`config.mk`:
```
export PLATFORM = sky130hd
export DESIGN_NAME = nand_page_reader
export DESIGN_NICKNAME = d
export VERILOG_FILES = /design/src/rtl/nrd_pkg.sv /design/src/rtl/nrd_cfg.sv /design/src/rtl/nrd_timer.sv /design/src/rtl/nrd_addr.sv /design/src/rtl/nand_page_reader.sv
export SDC_FILE = /design/constraint.sdc
export NUM_CORES = 1
export LEC_CHECK = 0
export BUFFER_PORTS_ARGS = -buffer_cell sky130_fd_sc_hd__buf_2
export CORE_MARGIN = 2
export CORE_UTILIZATION = 40
export DETAILED_ROUTE_END_ITERATION = 12
export PLACE_DENSITY_LB_ADDON = 0.25
export SYNTH_ARGS = -nofsm -noshare
export SYNTH_HDL_FRONTEND = slang
export SYNTH_SLANG_ARGS = --single-unit
export TNS_END_PERCENT = 50
```
`constraint.sdc`:
```
create_clock -name clk -period 5.5 [get_ports clk]
set_input_delay 0.825 -clock clk [delete_from_list [all_inputs] [get_ports clk]]
set_output_delay 0.825 -clock clk [all_outputs]
set_load 0.02 [all_outputs]
```
`src/rtl/nrd_pkg.sv`:
```
// Shared types for the NAND page read sequencer.
// Assumes: one read in flight at a time, states encoded in 4 bits.
package nrd_pkg;
    typedef enum logic [3:0] {
        ST_IDLE, ST_CMD_LO, ST_CMD_HI, ST_ADR_LO, ST_ADR_HI,
        ST_WB, ST_RB, ST_RE_LO, ST_HOLD, ST_RE_HI
    } nrd_state_e;

    // Index of each timing count in the programmable bank.
    typedef enum logic [1:0] {
        TI_WP  = 2'd0,
        TI_RP  = 2'd1,
        TI_REH = 2'd2,
        TI_WB  = 2'd3
    } nrd_tsel_e;

    localparam logic [7:0] CMD_LOWER = 8'h00;
    localparam logic [7:0] CMD_UPPER = 8'h01;
    localparam int         ADDR_CYCLES = 4;
endpackage

```
`src/rtl/nrd_cfg.sv`:
```
// Bank of four programmable bus-timing counts (cycles).
// Assumes: a write lands in the register chosen by sel on the next edge.
module nrd_cfg #(
    parameter int TW       = 16,
    parameter int DEF_WP   = 2,
    parameter int DEF_RP   = 2,
    parameter int DEF_REH  = 1,
    parameter int DEF_WB   = 3
) (
    input  logic                  clk,
    input  logic                  rst_n,
    input  logic                  wr,
    input  logic [1:0]            sel,
    input  logic [TW-1:0]         data,
    output logic [3:0][TW-1:0]    vals
);
    function automatic logic [TW-1:0] def_of(input int i);
        case (i)
            0:       def_of = TW'(DEF_WP);
            1:       def_of = TW'(DEF_RP);
            2:       def_of = TW'(DEF_REH);
            default: def_of = TW'(DEF_WB);
        endcase
    endfunction

    for (genvar g = 0; g < 4; g++) begin : g_reg
        // Hold one timing count, reloaded from its default on reset.
        always_ff @(posedge clk) begin
            if (!rst_n)
                vals[g] <= def_of(g);
            else if (wr && sel == 2'(g))
                vals[g] <= data;
        end
    end
endmodule

```
`src/rtl/nrd_timer.sv`:
```
// Phase timer: a load of N makes done rise in the Nth cycle after the load.
// Assumes: a loaded value of zero is treated as one.
module nrd_timer #(
    parameter int TW = 16
) (
    input  logic          clk,
    input  logic          rst_n,
    input  logic          load,
    input  logic [TW-1:0] val,
    output logic          done
);
    logic [TW-1:0] cnt;

    // Count down from the loaded length and stop at zero.
    always_ff @(posedge clk) begin
        if (!rst_n)
            cnt <= '0;
        else if (load)
            cnt <= (val == '0) ? TW'(1) : val;
        else if (cnt != '0)
            cnt <= cnt - TW'(1);
    end

    assign done = (cnt == TW'(1));
endmodule

```
`src/rtl/nrd_addr.sv`:
```
// Row and column tracker for one read: loads the start point, steps the
// column per byte, advances the row within a block and gives address bytes.
// Assumes: ROW_W <= 24 and the page is longer than 256 bytes.
module nrd_addr #(
    parameter int ROW_W      = 19,
    parameter int PAGE_BYTES = 528,
    parameter int BLK_PAGES  = 32,
    localparam int COL_W     = $clog2(PAGE_BYTES),
    localparam int PG_BITS   = $clog2(BLK_PAGES)
) (
    input  logic             clk,
    input  logic             rst_n,
    input  logic             load,
    input  logic [ROW_W-1:0] row_in,
    input  logic [7:0]       col_in,
    input  logic             half,
    input  logic             col_inc,
    input  logic             page_adv,
    input  logic [1:0]       byte_idx,
    output logic             last_col,
    output logic             blk_end,
    output logic [7:0]       abyte
);
    localparam int HALF_OFS = 256;
    localparam int PAD_W    = 24 - ROW_W;

    logic [COL_W-1:0] col;
    logic [ROW_W-1:0] row;
    logic [23:0]      row_pad;

    // Track the current column and row across bytes and pages.
    always_ff @(posedge clk) begin
        if (!rst_n) begin
            col <= '0;
            row <= '0;
        end else if (load) begin
            col <= half ? COL_W'(HALF_OFS) + COL_W'(col_in) : COL_W'(col_in);
            row <= row_in;
        end else if (page_adv) begin
            col <= '0;
            row <= row + ROW_W'(1);
        end else if (col_inc) begin
            col <= col + COL_W'(1);
        end
    end

    assign last_col = (col == COL_W'(PAGE_BYTES - 1));
    assign blk_end  = &row[PG_BITS-1:0];

    if (PAD_W > 0) begin : g_pad
        assign row_pad = {{PAD_W{1'b0}}, row};
    end else begin : g_nopad
        assign row_pad = row;
    end

    // Pick the address byte for the current address cycle.
    always_comb begin
        case (byte_idx)
            2'd0:    abyte = col[7:0];
            2'd1:    abyte = row_pad[7:0];
            2'd2:    abyte = row_pad[15:8];
            default: abyte = row_pad[23:16];
        endcase
    end

    p_col_in_page_r5: assert property (@(posedge clk) disable iff (!rst_n)
        col < COL_W'(PAGE_BYTES));

    p_no_cross_block_r6: assert property (@(posedge clk) disable iff (!rst_n)
        page_adv |-> !blk_end);
endmodule

```
`src/rtl/nand_page_reader.sv`:
```
// NAND page read sequencer: issues command and address bytes, waits for
// the array load, strobes bytes out to a valid/ready stream and optionally
// continues page by page until the end of a block.
// Assumes: nand_rb_n is synchronous to clk; bus pins decode from the state.
module nand_page_reader
    import nrd_pkg::*;
#(
    parameter int ROW_W      = 19,
    parameter int TW         = 16,
    parameter int PAGE_BYTES = 528,
    parameter int BLK_PAGES  = 32,
    parameter int DEF_WP     = 2,
    parameter int DEF_RP     = 2,
    parameter int DEF_REH    = 1,
    parameter int DEF_WB     = 3
) (
    input  logic             clk,
    input  logic             rst_n,
    input  logic             cfg_wr,
    input  logic [1:0]       cfg_sel,
    input  logic [TW-1:0]    cfg_data,
    input  logic             req_valid,
    output logic             req_ready,
    input  logic [ROW_W-1:0] req_row,
    input  logic [7:0]       req_col,
    input  logic             req_half,
    input  logic             req_seq,
    input  logic             abort,
    output logic             dout_valid,
    input  logic             dout_ready,
    output logic [7:0]       dout_data,
    output logic             dout_last,
    output logic             xfer_discard,
    output logic             nand_ce_n,
    output logic             nand_cle,
    output logic             nand_ale,
    output logic             nand_we_n,
    output logic             nand_re_n,
    output logic [7:0]       nand_io_out,
    output logic             nand_io_oe,
    input  logic [7:0]       nand_io_in,
    input  logic             nand_rb_n
);
    localparam logic [1:0] LAST_ADDR = 2'(ADDR_CYCLES - 1);

    nrd_state_e          state, nxt;
    logic [1:0]          aidx;
    logic                half_q, seq_q, ptr_main;
    logic [7:0]          data_q;
    logic [3:0][TW-1:0]  tvals;
    logic                tmr_load, tmr_done;
    logic [TW-1:0]       tmr_val;
    logic                last_col, blk_end;
    logic [7:0]          abyte;
    logic                accept, load_req, col_inc, page_adv, aborting;

    nrd_cfg #(
        .TW(TW), .DEF_WP(DEF_WP), .DEF_RP(DEF_RP),
        .DEF_REH(DEF_REH), .DEF_WB(DEF_WB)
    ) u_cfg (
        .clk(clk), .rst_n(rst_n), .wr(cfg_wr), .sel(cfg_sel),
        .data(cfg_data), .vals(tvals)
    );

    nrd_timer #(.TW(TW)) u_tmr (
        .clk(clk), .rst_n(rst_n), .load(tmr_load), .val(tmr_val),
        .done(tmr_done)
    );

    nrd_addr #(
        .ROW_W(ROW_W), .PAGE_BYTES(PAGE_BYTES), .BLK_PAGES(BLK_PAGES)
    ) u_addr (
        .clk(clk), .rst_n(rst_n), .load(load_req), .row_in(req_row),
        .col_in(req_col), .half(req_half), .col_inc(col_inc),
        .page_adv(page_adv), .byte_idx(aidx), .last_col(last_col),
        .blk_end(blk_end), .abyte(abyte)
    );

    assign aborting = abort && (state != ST_IDLE);
    assign load_req = (state == ST_IDLE) && req_valid;
    assign accept   = (state == ST_HOLD) && dout_ready && !aborting;
    assign col_inc  = accept && !last_col;
    assign page_adv = accept && last_col && seq_q && !blk_end;

    // Choose the next bus phase.
    always_comb begin
        nxt = state;
        if (aborting) begin
            nxt = ST_IDLE;
        end else begin
            case (state)
                ST_IDLE:   if (req_valid)
                               nxt = (ptr_main && !req_half) ? ST_ADR_LO : ST_CMD_LO;
                ST_CMD_LO: if (tmr_done) nxt = ST_CMD_HI;
                ST_CMD_HI: if (tmr_done) nxt = ST_ADR_LO;
                ST_ADR_LO: if (tmr_done) nxt = ST_ADR_HI;
                ST_ADR_HI: if (tmr_done) nxt = (aidx == LAST_ADDR) ? ST_WB : ST_ADR_LO;
                ST_WB:     if (tmr_done) nxt = ST_RB;
                ST_RB:     if (nand_rb_n) nxt = ST_RE_LO;
                ST_RE_LO:  if (tmr_done) nxt = ST_HOLD;
                ST_HOLD:   if (dout_ready)
                               nxt = !last_col ? ST_RE_HI :
                                     (seq_q && !blk_end) ? ST_WB : ST_IDLE;
                ST_RE_HI:  if (tmr_done) nxt = ST_RE_LO;
                default:   nxt = ST_IDLE;
            endcase
        end
    end

    // Start a fresh phase timer on every change of phase.
    always_comb begin
        tmr_load = (nxt != state);
        case (nxt)
            ST_WB:    tmr_val = tvals[TI_WB];
            ST_RE_LO: tmr_val = tvals[TI_RP];
            ST_RE_HI: tmr_val = tvals[TI_REH];
            default:  tmr_val = tvals[TI_WP];
        endcase
    end

    // Advance the phase register.
    always_ff @(posedge clk) begin
        if (!rst_n) state <= ST_IDLE;
        else        state <= nxt;
    end

    // Count address cycles within the address phase.
    always_ff @(posedge clk) begin
        if (!rst_n || state == ST_IDLE)
            aidx <= '0;
        else if (state == ST_ADR_HI && tmr_done && nxt == ST_ADR_LO)
            aidx <= aidx + 2'd1;
    end

    // Latch the request mode flags.
    always_ff @(posedge clk) begin
        if (!rst_n) begin
            half_q <= 1'b0;
            seq_q  <= 1'b0;
        end else if (load_req) begin
            half_q <= req_half;
            seq_q  <= req_seq;
        end
    end

    // Remember whether the flash pointer is known to sit on the lower half.
    always_ff @(posedge clk) begin
        if (!rst_n || aborting)
            ptr_main <= 1'b0;
        else if (accept && last_col && !(seq_q && !blk_end))
            ptr_main <= 1'b1;
    end

    // Capture the bus byte at the end of the read-strobe low phase.
    always_ff @(posedge clk) begin
        if (!rst_n)
            data_q <= '0;
        else if (state == ST_RE_LO && tmr_done)
            data_q <= nand_io_in;
    end

    // Flag a load that was cut short by an abort.
    always_ff @(posedge clk) begin
        if (!rst_n)
            xfer_discard <= 1'b0;
        else
            xfer_discard <= aborting && (state == ST_WB || state == ST_RB);
    end

    assign req_ready   = (state == ST_IDLE);
    assign dout_valid  = (state == ST_HOLD);
    assign dout_data   = data_q;
    assign dout_last   = (state == ST_HOLD) && last_col;
    assign nand_ce_n   = (state == ST_IDLE);
    assign nand_cle    = (state == ST_CMD_LO) || (state == ST_CMD_HI);
    assign nand_ale    = (state == ST_ADR_LO) || (state == ST_ADR_HI);
    assign nand_we_n   = !((state == ST_CMD_LO) || (state == ST_ADR_LO));
    assign nand_re_n   = (state != ST_RE_LO);
    assign nand_io_oe  = nand_cle || nand_ale;
    assign nand_io_out = nand_cle ? (half_q ? CMD_UPPER : CMD_LOWER) : abyte;

    p_re_only_ready_r4: assert property (@(posedge clk) disable iff (!rst_n)
        !nand_re_n |-> nand_rb_n);

    p_stall_holds_r9: assert property (@(posedge clk) disable iff (!rst_n)
        (dout_valid && !dout_ready && !abort) |=> (dout_valid && $stable(dout_data)));

    p_discard_ce_r7: assert property (@(posedge clk) disable iff (!rst_n)
        xfer_discard |-> (nand_ce_n && !dout_valid));

    p_cmd_code_r2: assert property (@(posedge clk) disable iff (!rst_n)
        nand_cle |-> (nand_io_out == CMD_LOWER || nand_io_out == CMD_UPPER));

    p_latch_excl_r3: assert property (@(posedge clk) disable iff (!rst_n)
        !(nand_cle && nand_ale));

    p_strobe_excl_r2: assert property (@(posedge clk) disable iff (!rst_n)
        !(!nand_we_n && !nand_re_n));
endmodule

```
==> impl_metrics.csv, run 1 <==
group,metric,value,unit
synth,synth_seq_cells,127,
detailed_routing,drt-total-wl,19700,um
synth,netlist.area_leader.share,38.1,%
cells_and_area,final_cell_mix,"nand2_1, dfxtp_1, a21oi_1",
run_status,status,"completed",
timing,max_freq,0.287,GHz
clocking,ctsHoldBuffers,0,
global_routing,antenna_found_initial,0,
global_routing,grt_pass1_wl,31700,um
flow_run,maxCapViolCount,0,
placement,gp_congestion,0.930,
clocking,cts_setup_buffers,0,
global_routing,grt_util_all_layers,22.4,%
timing,setup_viol,0,
detailed_routing,drt_iter0_drc,638,
timing,tightest_slew,1150,ps
cells_and_area,n_antenna_cell,0,
timing,finalCriticalPeriod,3490,ps
synth,ys_types,77,
synth,synth.avg_cell_area,7.70,um2
synth,synth_top_flop_cell,"dfxtp_1",
global_routing,grt_pass1_vias,5905,
clocking,cts_tree,"built",
floorplanning,fp.dieW,133,um
power,peakVddDrop,0.263,mV
clocking,cts_sinks,127,
cells_and_area,layout.nets,995,
synth,ys_warn_count,0,
critical_path,start_kind,"flip-flop",
cells_and_area,final_util,47.6,%
placement,portBuffers,87,
timing,slew_headroom,22.8,%
critical_path,cp.arrival,3850,ps
floorplanning,die_area,0.0177,mm2
synth,async_flop_share,0,%
floorplanning,rows,47,
global_routing,grt_overflow,0,
detailed_routing,drc,0,
synth,yosys-top-cells-area,"dfxtp_1, nand2_1, a21oi_1, nor2_1, o21ai_0",
floorplanning,die_h,133,um
synth,synth_fp_nets,938,
critical_path,crit_type,"flip-flop to flip-flop",
cells_and_area,drive_above_1_share,16.5,%
timing,finalClockSkew,18.7,ps
timing,finalHoldViolations,0,
floorplanning,ios,88,
critical_path,critPathCaptureType,"flip-flop",
synth,synth_top_area_cell,"dfxtp_1",
timing,rsz0062_at_grt,"no",
clocking,clock_path_buffers,2,
clocking,clkLatencyLatePin,430,ps
clocking,clkSlewWorstSetupHoldPaths,60,ps
synth,synth_seq_area_share,38.1,%
detailed_routing,routedWlPerCell,17.0,um
floorplanning,core_area,0.0165,mm2
clocking,h-tree-depth,4,
synth,synth-edff-count,0,
clocking,cts_buffers,17,
cells_and_area,layout_commonest_cell,"nand2_1",
timing,slew_violations,0,
synth,syn_area,0.00667,mm2
floorplanning,start_util,40.5,%
critical_path,cp.required,5860,ps
hold_path,hp-class,"flip-flop to flip-flop",
synth,netlist_instances,866,
power,p_leak,2.96,nW
timing,fin_tns_setup,0,ps
clocking,cts_resized,0,
detailed_routing,ant_nets,0,
global_routing,grt_max_degree,60,
detailed_routing,drt-pass1-iter-count,8,
detailed_routing,routed_via_density,5.63,
cells_and_area,stdcell_area,0.00784,mm2
power,power.total,3.11,mW
detailed_routing,vias,6505,
cells_and_area,area_delta_synth_final,17.5,%
clocking,cts-root-buf,"clkbuf_16",
placement,hpwl,13800,um
critical_path,crit_fanout,33,
placement,place_area,0.00721,mm2
timing,period_share,63.4,%
power,p_per_area,397,mW/mm2
## cells in the mapped netlist, drive strengths merged (5+ instances only)
cell type	number
a311oi	9
a32o	5
a221oi	9
o21ai	43
o21a	6
nor3	17
xnor2	10
inv	16
a21oi	100
dfxtp	127
ha	10
buf	9
nand2	177
a222oi	13
xor2	9
nor2b	5
nor2	75
nand4	13
and2	9
nor3b	6
nor4	6
or3	8
mux2i	13
and3	8
clkbuf	48
nand3	33
a211oi	17
a22oi	8
## state kept, by name (all words and copies together), names as in the netlist
name / count
state: 4
u_cfg.vals: 64
u_addr.col: 10
half_q: 1
xfer_discard: 1
seq_q: 1
ptr_main: 1
u_tmr.cnt: 16
dout_data: 8
aidx: 2
u_addr.row: 19
## per-stage QoR
step	std cells	hold WS [ps]	setup WS, ps
2_1_floorplan	866	432	2290
3_5_place_dp	1124	447	1900
3_3_place_gp	1124	445	1920
5_1_grt	1156	479	1710
6_report	1156	456	2010
4_1_cts	1156	457	2020
## area by class of cell
| class | count | area (um2) |
|---|---|---|
| fillers | 1721 | 8630 |
| well taps | 220 | 275 |
| repair buffers | 95 | 495 |
| clock inverters | 14 | 190 |
| flip-flops and latches | 127 | 2540 |
| multi-input cells | 665 | 3820 |
| clock buffers | 18 | 439 |
| inverters | 17 | 70.1 |
## power by group
part           switching [mW]  internal (mW)
registers               0.114           1.01
logic                   0.456          0.313
clock network           0.473          0.743
## critical path, cell delays in order (launching register included)
cell	delay (ps)
dfxtp_1	480
or4_4	630
clkinv_4	90
nand2_4	180
o32a_1	400
and2_4	240
mux2_2	280
a221oi_1	400
o211ai_1	160
or4_1	430
o22ai_2	100
## cells by family after synthesis
family          synth area share, %
fa+ha+maj                      1.88
flops                          38.1
xor+xnor                       2.49
simple gates                   26.3
compound gates                 23.9
mux                            2.68
buf+inv                        4.63
## per-layer routing
metal / global-route usage [%] / routed length (um) / share of wire, %
met1: 31.0 / 9180 / 47
met2: 36.0 / 9190 / 47
met3: 4.15 / 1080 / 5.5
met4: 6.38 / 234 / 1.2
met5: 0 / 0 / 0
## worst paths after layout
path                     to  cells after the start  slack (ps)      startpoint
min reg2reg  u_cfg.vals[34]                      2         460  u_cfg.vals[34]
min          u_cfg.vals[34]                      2         460  u_cfg.vals[34]
max            u_tmr.cnt[0]                     10        2010        state[0]
max reg2reg    u_tmr.cnt[0]                     10        2010        state[0]
Note: power is estimated with default switching activity, not from simulation.
==> inputs of run 2 (changes only) <==
Clock period 5.5 ns to 3.5 ns, I/O delays scaled along.
==> run 2 against run 1 <==
  * First-iteration DRC count fell by 17%
  * Utilization is 0.74 points higher
  * Worst setup slack got worse by 1800 ps
  * Combinational power grew 64%
  * Non-clock buffer count up 17
  * Clock skew down 4.9 ps
  * Routed wire length down 1.8%
  * Sequential share of layout area decreased by 0.50 points
==> impl_metrics.csv, run 2 (synthesis gave the netlist of run 1 again) <==
group,metric,value,unit
global_routing,grt_pass1_vias,6093,
flow_run,maxCapViolCount,0,
power,clkPwrFrac,38.2,%
critical_path,critPathTopFamily,"simple AND/OR/NAND/NOR gates",
global_routing,grt_overflow,0,
critical_path,crit_start,"u_addr.row[0]",
hold_path,min_path_cells,3,
cells_and_area,fillers,1670,
placement,gp_congestion,0.941,
power,peakVddDrop,0.440,mV
detailed_routing,drt-total-wl,19300,um
clocking,cts-root-buf,"clkbuf_16",
clocking,clock_path_buffers,2,
clocking,h-tree-depth,4,
critical_path,start_kind,"flip-flop",
power,p_leak,3.03,nW
placement,portBuffers,87,
critical_path,critPathCaptureType,"flip-flop",
hold_path,worstHoldStart,"req_col[4]",
global_routing,grt_max_degree,53,
clocking,clkLatencyLatePin,420,ps
critical_path,cp_common_cell,"ha_1",
cells_and_area,stdcell_area,0.00796,mm2
cells_and_area,seq_area,0.00254,mm2
placement,place_area,0.00734,mm2
hold_path,holdPathEnd,"u_addr.col[4]",
clocking,ctsHoldBuffers,0,
placement,post-place-ws,132,ps
critical_path,crit_fanout,5,
cells_and_area,layout_commonest_cell,"nand2_1",
detailed_routing,routedWlPerCell,16.5,um
placement,hpwl,13800,um
cells_and_area,layout.nets,1012,
critical_path,crit_type,"flip-flop to flip-flop",
detailed_routing,drc,0,
cells_and_area,area_delta_synth_final,19.3,%
cells_and_area,largest_register_ffs,64,
critical_path,cp.arrival,3680,ps
timing,fin_ws,177,ps
critical_path,r2r_setup_slack,180,ps
critical_path,r2r_end,"u_tmr.cnt[0]",
power,seq_power_share,36.1,%
critical_path,cp.required,3850,ps
cells_and_area,drive_above_1_share,17.9,%
cells_and_area,regMostFlops,"u_cfg.vals",
timing,period_share,94.9,%
detailed_routing,drt_iter0_drc,531,
cells_and_area,final_util,48.3,%
critical_path,critPathMaxStageDelay,540,ps
critical_path,cp_slowest_cell,"or4_1",
cells_and_area,reg_top3,"u_cfg.vals (64), u_addr.row (19), u_tmr.cnt (16)",
timing,tightest_slew,1150,ps
power,power.total,4.88,mW
floorplanning,ios,88,
power,p_comb_share,25.8,%
critical_path,crit_buf_inv,1,
critical_path,reg2regPathDepth,13,
cells_and_area,final_cell_mix,"nand2_1, dfxtp_1, a21oi_1",
floorplanning,die_h,133,um
clocking,clkSlewWorstSetupHoldPaths,60,ps
floorplanning,die_area,0.0177,mm2
timing,finalHoldViolations,0,
cells_and_area,n_antenna_cell,0,
critical_path,r2r-start,"u_addr.row[0]",
clocking,cts_setup_buffers,0,
critical_path,crit_chain,"ha_1 -> and3_1 -> ha_1 -> nand2b_1 -> and4_1 -> o21a_1 -> a31oi_2 -> buf_4 -> o211ai_1 -> a222oi_1 -> nand4_1 -> or4_1 -> o22ai_2",
cells_and_area,multi_input_area,0.00383,mm2
timing,setup_viol,0,
power,p_per_area,614,mW/mm2
power,p_int,3.27,mW
clocking,cts_buffers,17,
timing,fin_tns_setup,0,ps
detailed_routing,ant_nets,0,
timing,finalCriticalPeriod,3320,ps
detailed_routing,vias,6694,
global_routing,grt_pass1_wl,31200,um
timing,slew_violations,0,
run_status,status,"completed",
floorplanning,rows,47,
timing,max_freq,0.301,GHz
floorplanning,fp.dieW,133,um
detailed_routing,drt-pass1-iter-count,6,
global_routing,antenna_found_initial,0,
power,p_switching,1.61,mW
floorplanning,start_util,40.5,%
power,netSwitchingFraction,33.0,%
clocking,cts_sinks,127,
timing,rsz0062_at_grt,"no",
timing,finalClockSkew,13.9,ps
clocking,cts_resized,0,
hold_path,hp-class,"input port to flip-flop",
clocking,cts_tree,"built",
global_routing,grt_util_all_layers,21.8,%
floorplanning,core_area,0.0165,mm2
timing,slew_headroom,22.9,%
detailed_routing,routed_via_density,5.71,
[run 2: cell count changes in the layout (fill, tap and decap cells not counted)]
cell,delta
clkinv_2,-1
inv_6,-3
clkinv_4,+3
inv_8,-2
o21ai_1,-1
clkinvlp_4,+2
o21ai_2,+1
clkbuf_1,+1
buf_4,+17
[run 2: power groups by stage]
stage                     Clock [mW]  Combinational [mW]  Sequential (mW)
after floorplan                    0               0.956             1.74
after global placement             0                1.24             1.78
after detailed placement           0                1.25             1.78
after CTS                       1.89                1.25             1.76
after global routing            1.95                1.41             1.78
final                           1.86                1.26             1.76
[run 2: per-stage QoR]
stage               cells  hold WS [ps]
floorplan             866           432
global placement     1141           443
detailed placement   1141           447
CTS                  1173           310
global route         1173           338
finish               1173           323
[run 2: how the worst max path moves through the flow]
stage	end	cells after the start
floorplan	u_tmr.cnt[0]	13
global route	u_tmr.cnt[0]	11
finish	u_tmr.cnt[0]	13
CTS	u_tmr.cnt[0]	13
detailed placement	u_tmr.cnt[0]	13
global placement	u_tmr.cnt[0]	10
[run 2: worst reg2reg max path: cells and delay by family, from the launching register on]
family | cells | cell delay, ps
and+or+nand+nor | 5 | 1290
AOI/OAI and AO/OA | 5 | 1030
adders and majority gates | 2 | 430
DFF | 1 | 350
buffers and inverters | 1 | 170
[run 2: layer usage]
layer / track usage, % / routed length [um] / vias up
met1: 29.9 / 9110 / 3168
met4: 7.03 / 305 / 0
met5: 0 / 0 / -
met2: 34.4 / 8760 / 223
li1: - / - / 3271
met3: 4.38 / 1160 / 32
[run 2: layout make-up]
type / count / share of cell area (%)
multi-input combinational: 665 / 48.1
sequential: 127 / 31.9
timing repair buffer: 112 / 7.83
clock buffer: 19 / 5.56
tap: 220 / 3.46
clock inverter: 13 / 2.23
inverter: 17 / 0.880
